File: config.mk
export PLATFORM = sky130hd
export DESIGN_NAME = nibble_tx_serializer
export DESIGN_NICKNAME = d
export VERILOG_FILES = /design/src/rtl/nts_pkg.sv /design/src/rtl/nts_word_timer.sv /design/src/rtl/nts_shift.sv /design/src/rtl/nts_out_stage.sv /design/src/rtl/nibble_tx_serializer.sv
export SDC_FILE = /design/constraint.sdc
export NUM_CORES = 1
export LEC_CHECK = 0
export ABC_AREA = 1
export CORE_MARGIN = 5
export CORE_UTILIZATION = 45
export DETAILED_ROUTE_END_ITERATION = 10
export PLACE_DENSITY = 0.81
export SLEW_MARGIN = 20
export SYNTH_ARGS = -nofsm -noshare
export SYNTH_HDL_FRONTEND = slang
export SYNTH_SLANG_ARGS = --single-unit
File: constraint.sdc
create_clock -name clk -period 4.9 [get_ports clk]
set_input_delay 1.47 -clock clk [delete_from_list [all_inputs] [get_ports clk]]
set_output_delay 1.47 -clock clk [all_outputs]
set_load 0.03 [all_outputs]
File: src/rtl/nts_pkg.sv
package nts_pkg;

   typedef enum logic [1:0] {
      RATIO_2 = 2'b00,
      RATIO_4 = 2'b01,
      RATIO_8 = 2'b10,
      RATIO_8B = 2'b11
   } ratio_e;

   // Number of bits serialized per word for a ratio code
   function automatic logic [3:0] ratio_len(input logic [1:0] code);
      logic [3:0] len;
      case (code)
         RATIO_2: len = 4'd2;
         RATIO_4: len = 4'd4;
         default: len = 4'd8;
      endcase
      return len;
   endfunction

endpackage

File: src/rtl/nts_word_timer.sv
module nts_word_timer
   import nts_pkg::*;
#(
   parameter int MAX_LEN = 8,
   localparam int CW = $clog2(MAX_LEN)
) (
   input  logic       clk,
   input  logic       rst_n,
   input  logic [1:0] ratio_sel,
   output logic       load
);

   logic [CW-1:0] cnt;
   logic [3:0]    len;

   assign len  = ratio_len(ratio_sel);
   assign load = ({1'b0, cnt} >= ({1'b0, len} - 5'd1));

   always_ff @(posedge clk or negedge rst_n) begin
      if (!rst_n) begin
         cnt <= CW'(MAX_LEN - 1);
      end else if (load) begin
         cnt <= '0;
      end else begin
         cnt <= cnt + 1'b1;
      end
   end


   ld_spacing_chk: assert property (@(posedge clk) disable iff (!rst_n)
      load |=> !load);


   cnt_range_chk: assert property (@(posedge clk) disable iff (!rst_n)
      ($past(load) && $stable(ratio_sel)) |-> ({1'b0, cnt} < {1'b0, len}));

endmodule

File: src/rtl/nts_shift.sv
module nts_shift #(
   parameter int WIDTH = 8
) (
   input  logic             clk,
   input  logic             rst_n,
   input  logic             load,
   input  logic [WIDTH-1:0] din,
   output logic             bit_out
);

   logic [WIDTH-1:0] q;

   always_ff @(posedge clk or negedge rst_n) begin
      if (!rst_n) begin
         q <= '0;
      end else if (load) begin
         q <= din;
      end else begin
         q <= {1'b0, q[WIDTH-1:1]};
      end
   end

   assign bit_out = q[0];

endmodule

File: src/rtl/nts_out_stage.sv
module nts_out_stage #(
   parameter bit GATED = 1'b1
) (
   input  logic clk,
   input  logic rst_n,
   input  logic use_wren,
   input  logic gate_en,
   input  logic t_raw,
   input  logic data_bit,
   input  logic wren_bit,
   output logic ser_bit,
   output logic t_bit
);

   generate
      if (GATED) begin : g_gated
         assign ser_bit = gate_en ? (data_bit & wren_bit) : data_bit;
      end else begin : g_free
         logic unused_gate;
         assign unused_gate = gate_en;
         assign ser_bit = data_bit;
      end
   endgenerate

   assign t_bit = use_wren ? ~wren_bit : t_raw;


   traw_pass_chk: assert property (@(posedge clk) disable iff (!rst_n)
      !use_wren |-> (t_bit == t_raw));


   gate_zero_chk: assert property (@(posedge clk) disable iff (!rst_n)
      (GATED && gate_en && use_wren && t_bit) |-> !ser_bit);

endmodule

File: src/rtl/nibble_tx_serializer.sv
module nibble_tx_serializer
   import nts_pkg::*;
#(
   parameter int NSLICE = 6,
   parameter int DATA_W = 8,
   parameter int UNGATED_SLICE = 1,
   localparam int TOTAL_W = NSLICE * DATA_W
) (
   input  logic               clk,
   input  logic               rst_n,
   input  logic [1:0]         ratio_sel,
   input  logic               gate_en,
   input  logic [NSLICE-1:0]  tsrc_sel,
   input  logic [TOTAL_W-1:0] tx_data,
   input  logic [DATA_W-1:0]  tx_wren,
   input  logic [NSLICE-1:0]  t_in,
   output logic               word_ld,
   output logic [NSLICE-1:0]  ser_out,
   output logic [NSLICE-1:0]  t_out,
   output logic               cfg_err
);

   generate
      if (DATA_W < 8) begin : g_bad_width
         $error("DATA_W must cover the 8:1 ratio");
      end
      if (UNGATED_SLICE >= NSLICE) begin : g_bad_exempt
         $error("UNGATED_SLICE out of range");
      end
   endgenerate

   logic              ratio_two;
   logic [NSLICE-1:0] use_wren;
   logic              wren_bit;

   assign ratio_two = (ratio_sel == RATIO_2);
   assign use_wren  = ratio_two ? '0 : tsrc_sel;
   assign cfg_err   = ratio_two && (|tsrc_sel);

   nts_word_timer #(.MAX_LEN(DATA_W)) i_timer (
      .clk       (clk),
      .rst_n     (rst_n),
      .ratio_sel (ratio_sel),
      .load      (word_ld)
   );

   nts_shift #(.WIDTH(DATA_W)) i_wren_sh (
      .clk     (clk),
      .rst_n   (rst_n),
      .load    (word_ld),
      .din     (tx_wren),
      .bit_out (wren_bit)
   );

   for (genvar s = 0; s < NSLICE; s++) begin : g_slice
      logic data_bit;

      nts_shift #(.WIDTH(DATA_W)) i_data_sh (
         .clk     (clk),
         .rst_n   (rst_n),
         .load    (word_ld),
         .din     (tx_data[s*DATA_W +: DATA_W]),
         .bit_out (data_bit)
      );

      nts_out_stage #(.GATED(s != UNGATED_SLICE)) i_out (
         .clk      (clk),
         .rst_n    (rst_n),
         .use_wren (use_wren[s]),
         .gate_en  (gate_en),
         .t_raw    (t_in[s]),
         .data_bit (data_bit),
         .wren_bit (wren_bit),
         .ser_bit  (ser_out[s]),
         .t_bit    (t_out[s])
      );
   end


   ratio2_tri_chk: assert property (@(posedge clk) disable iff (!rst_n)
      ratio_two |-> (t_out == t_in));


   cfg_err_ratio_chk: assert property (@(posedge clk) disable iff (!rst_n)
      cfg_err |-> (ratio_sel == RATIO_2));


   reset_ser_chk: assert property (@(posedge clk)
      !rst_n |-> (ser_out == '0));

endmodule

==> results.json <==
{
  "max_cap_viol_count": 0,
  "yosys_warnings": 0,
  "final.setup.tns_ps": 0,
  "drt-total-wl_um": 5539,
  "hold_violations": 0,
  "ctsResizeCount": 0,
  "vias": 2146,
  "fin_crit_sh_pct": 96.49,
  "floorplan.die.height_um": 86.03,
  "floorplan.die.width_um": 86.03,
  "core_area_um2": 5574,
  "cts.sink_count": 59,
  "vdd_drop_max_uv": 225.6,
  "h_tree_depth": 3,
  "cts.reportedPaths.clkPinSlew_ps": 60,
  "postRouteAntennaNets": 0,
  "count_of_placed_standard_cells_including_taps": 440,
  "synth_top_area_share_pct": 53.87,
  "port_buffers": 86,
  "postSynthCellCount": 305,
  "grt_pass1_vias": 2090,
  "num-nets-final": 456,
  "pin_count": 87,
  "viasPerCell": 4.706,
  "crit_path_launch_type": "primary input",
  "worstSetupEndpointType": "primary output",
  "rows": 27,
  "post_cts.repair.setup_buffers": 0,
  "cts_hold_buffers": 0,
  "timing.critical_path.fanout_max": 7,
  "synth_compound_gate_area_share_pct": 1.154,
  "ys.flop_type": "dfrtp_1",
  "starting_density_of_the_core_pct": 46.67,
  "final_cell_count_no_fill": 456,
  "antenna_cells": 0,
  "finalHoldWorstSlack_ps": 438.0,
  "synth_top_family_by_area": "simple AND/OR/NAND/NOR gates",
  "clk_root_buffer_cell": "clkbuf_8",
  "synth.distinct_cells": 15,
  "hold_path.class": "reg -> reg",
  "globalplace.congestion": 0.8384,
  "post_synth_xor_area_fraction_pct": 0.9620,
  "synth_sequential_area_ratio_pct": 56.90,
  "cts_buffers": 9,
  "synth_fp_nets": 382,
  "yosys-mux-area-fraction_pct": 0,
  "dp.final_hpwl_um": 3764,
  "drt_first_pass_iters": 4,
  "run_status": "finished clean",
  "pin_count_of_the_biggest_net_entering_global_routing": 57,
  "final.fill_count": 497,
  "power.leakage_nw": 1.894,
  "count_of_flip_flops_with_a_built_in_enable_after_synthesis": 0,
  "setup_viol": 0,
  "synthMostInstantiatedCell": "nand2_1",
  "cts_tree": "yes",
  "unrepaired_setup_endpoints_after_global_routing": "false",
  "grt_use_total_pct": 16.04,
  "critical_path_class": "in -> out",
  "antenna_found_initial": 0,
  "area_enclosed_by_the_die_boundary_um2": 7401,
  "postLayoutCoreUtil_pct": 65.59,
  "drt_drc_violations_left": 0,
  "syn2layout_area_growth_pct": 40.55,
  "async_reset_ff_share_pct": 100.0,
  "synth_top_cell_by_area": "dfrtp_1",
  "p_per_area_nw_per_um2": 499.4,
  "synth_simple_gate_area_share_pct": 29.44,
  "critical_path_at_ps": 3260,
  "yosys.area_share.adder_pct": 1.924,
  "drtIter0Drc": 160,
  "fmax_ghz": 0.2115,
  "cts.path.max_buffers": 2,
  "grt_pass1_wl_um": 9418,
  "clock_skew_ps": 6.124,
  "fin_crit_ps": 4728,
  "clkLatencyLatePin_ps": 320,
  "synthTopCellsByCount": "nand2_1, dfrtp_1, nand3_1",
  "synth_top_cells_by_area": "dfrtp_1, nand2_1, nand3_1",
  "syn_area_um2": 2601,
  "slew_viols_final": 0,
  "timing.slew.headroom_pct": 45.47,
  "critical_path_required_ps": 3430,
  "synth_seq_cells": 59,
  "grt_overflow": 0,
  "wire_per_inst_um": 12.15,
  "drive_gt1_share_pct": 8.333,
  "synth.avg_cell_area_um2": 8.529,
  "max_slew.worst_pin.slew_ps": 818.0
}
## power breakdown
| group | switching [mW] | total (mW) | internal [mW] |
|---|---|---|---|
| clock | 0.180 | 0.491 | 0.311 |
| sequential | 0.0569 | 0.737 | 0.680 |
| combinational | 0.362 | 0.598 | 0.236 |
| total | 0.599 | 1.83 | 1.23 |
## logic make-up after synthesis
| logic type | count (synthesis) |
|---|---|
| simple gates | 186 |
| buf+inv | 48 |
| fa+ha+maj | 4 |
| xor+xnor | 2 |
| flops | 59 |
| compound gates | 6 |
## final timing paths
kind,slack [ps],end,start,depth (start not counted)
setup / recovery,170,t_out[5],ratio_sel[1],7
hold / removal,440,g_slice[1].i_data_sh.q[6]$_DFF_PN0_,g_slice[1].i_data_sh.q[7]$_DFF_PN0_,2
setup reg to reg,3130,g_slice[4].i_data_sh.q[3]$_DFF_PN0_,i_timer.cnt[2]$_DFF_PN1_,7
hold reg to reg,440,g_slice[1].i_data_sh.q[6]$_DFF_PN0_,g_slice[1].i_data_sh.q[7]$_DFF_PN0_,2
max in group asynchronous,2860,g_slice[3].i_data_sh.q[4]$_DFF_PN0_,rst_n,2
min in group asynchronous,1240,g_slice[3].i_data_sh.q[7]$_DFF_PN0_,rst_n,1
## critical path: stages
cell,delay (ps)
clkdlybuf4s50_1,420
or2_2,320
buf_4,160
nand2_1,70
nand2_1,50
o21ai_0,70
clkdlybuf4s50_1,700
## final cells by class
cell class	instances	area, µm²	share of cell area, %
inverter	19	71.32	1.951
clock buffer	11	151.4	4.141
timing repair buffer	92	898.4	24.57
tap	72	90.09	2.464
clock inverter	5	75.07	2.053
sequential	59	1480	40.49
multi-input combinational	198	889.6	24.33
## per-stage QoR
stage                     total power [mW]  setup slack, ps  cell area, µm²
final                                1.826            171.8            3656
after global routing                 1.961            73.97            3656
after CTS                            1.847            160.9            3656
after detailed placement             1.351            167.3            3430
after global placement               1.327            212.0            3430
after floorplan                      1.181            361.6            2601
## per-layer routing
| metal | up-vias | share of wire [%] | GRT usage [%] |
|---|---|---|---|
| met3 | 5 | 8.6 | 5.956 |
| met2 | 75 | 44 | 25.58 |
| li1 | 1085 | - | - |
| met4 | 0 | 0.81 | 4.748 |
| met5 | - | 0 | 0 |
| met1 | 981 | 46 | 20.38 |
## cells in the final DEF (no fill, tap or decap)
cell type,count
nand2_1,113
inv_1,18
xnor2_4,1
buf_2,1
clkdlybuf4s50_1,84
dfstp_2,3
clkbuf_8,11
ha_1,4
nand3_1,51
xnor2_1,1
or2_2,1
bufinv_16,2
nand3_2,1
inv_2,1
buf_4,7
nor2_1,19
nand2_2,1
dfrtp_1,56
clkinv_2,3
o21ai_0,6
## state kept, by name, summed over array words and instances (netlist names)
name / flops
g_slice.i_data_sh.q: 48
i_wren_sh.q: 8
i_timer.cnt: 3
(Power assumes the default switching activity.)
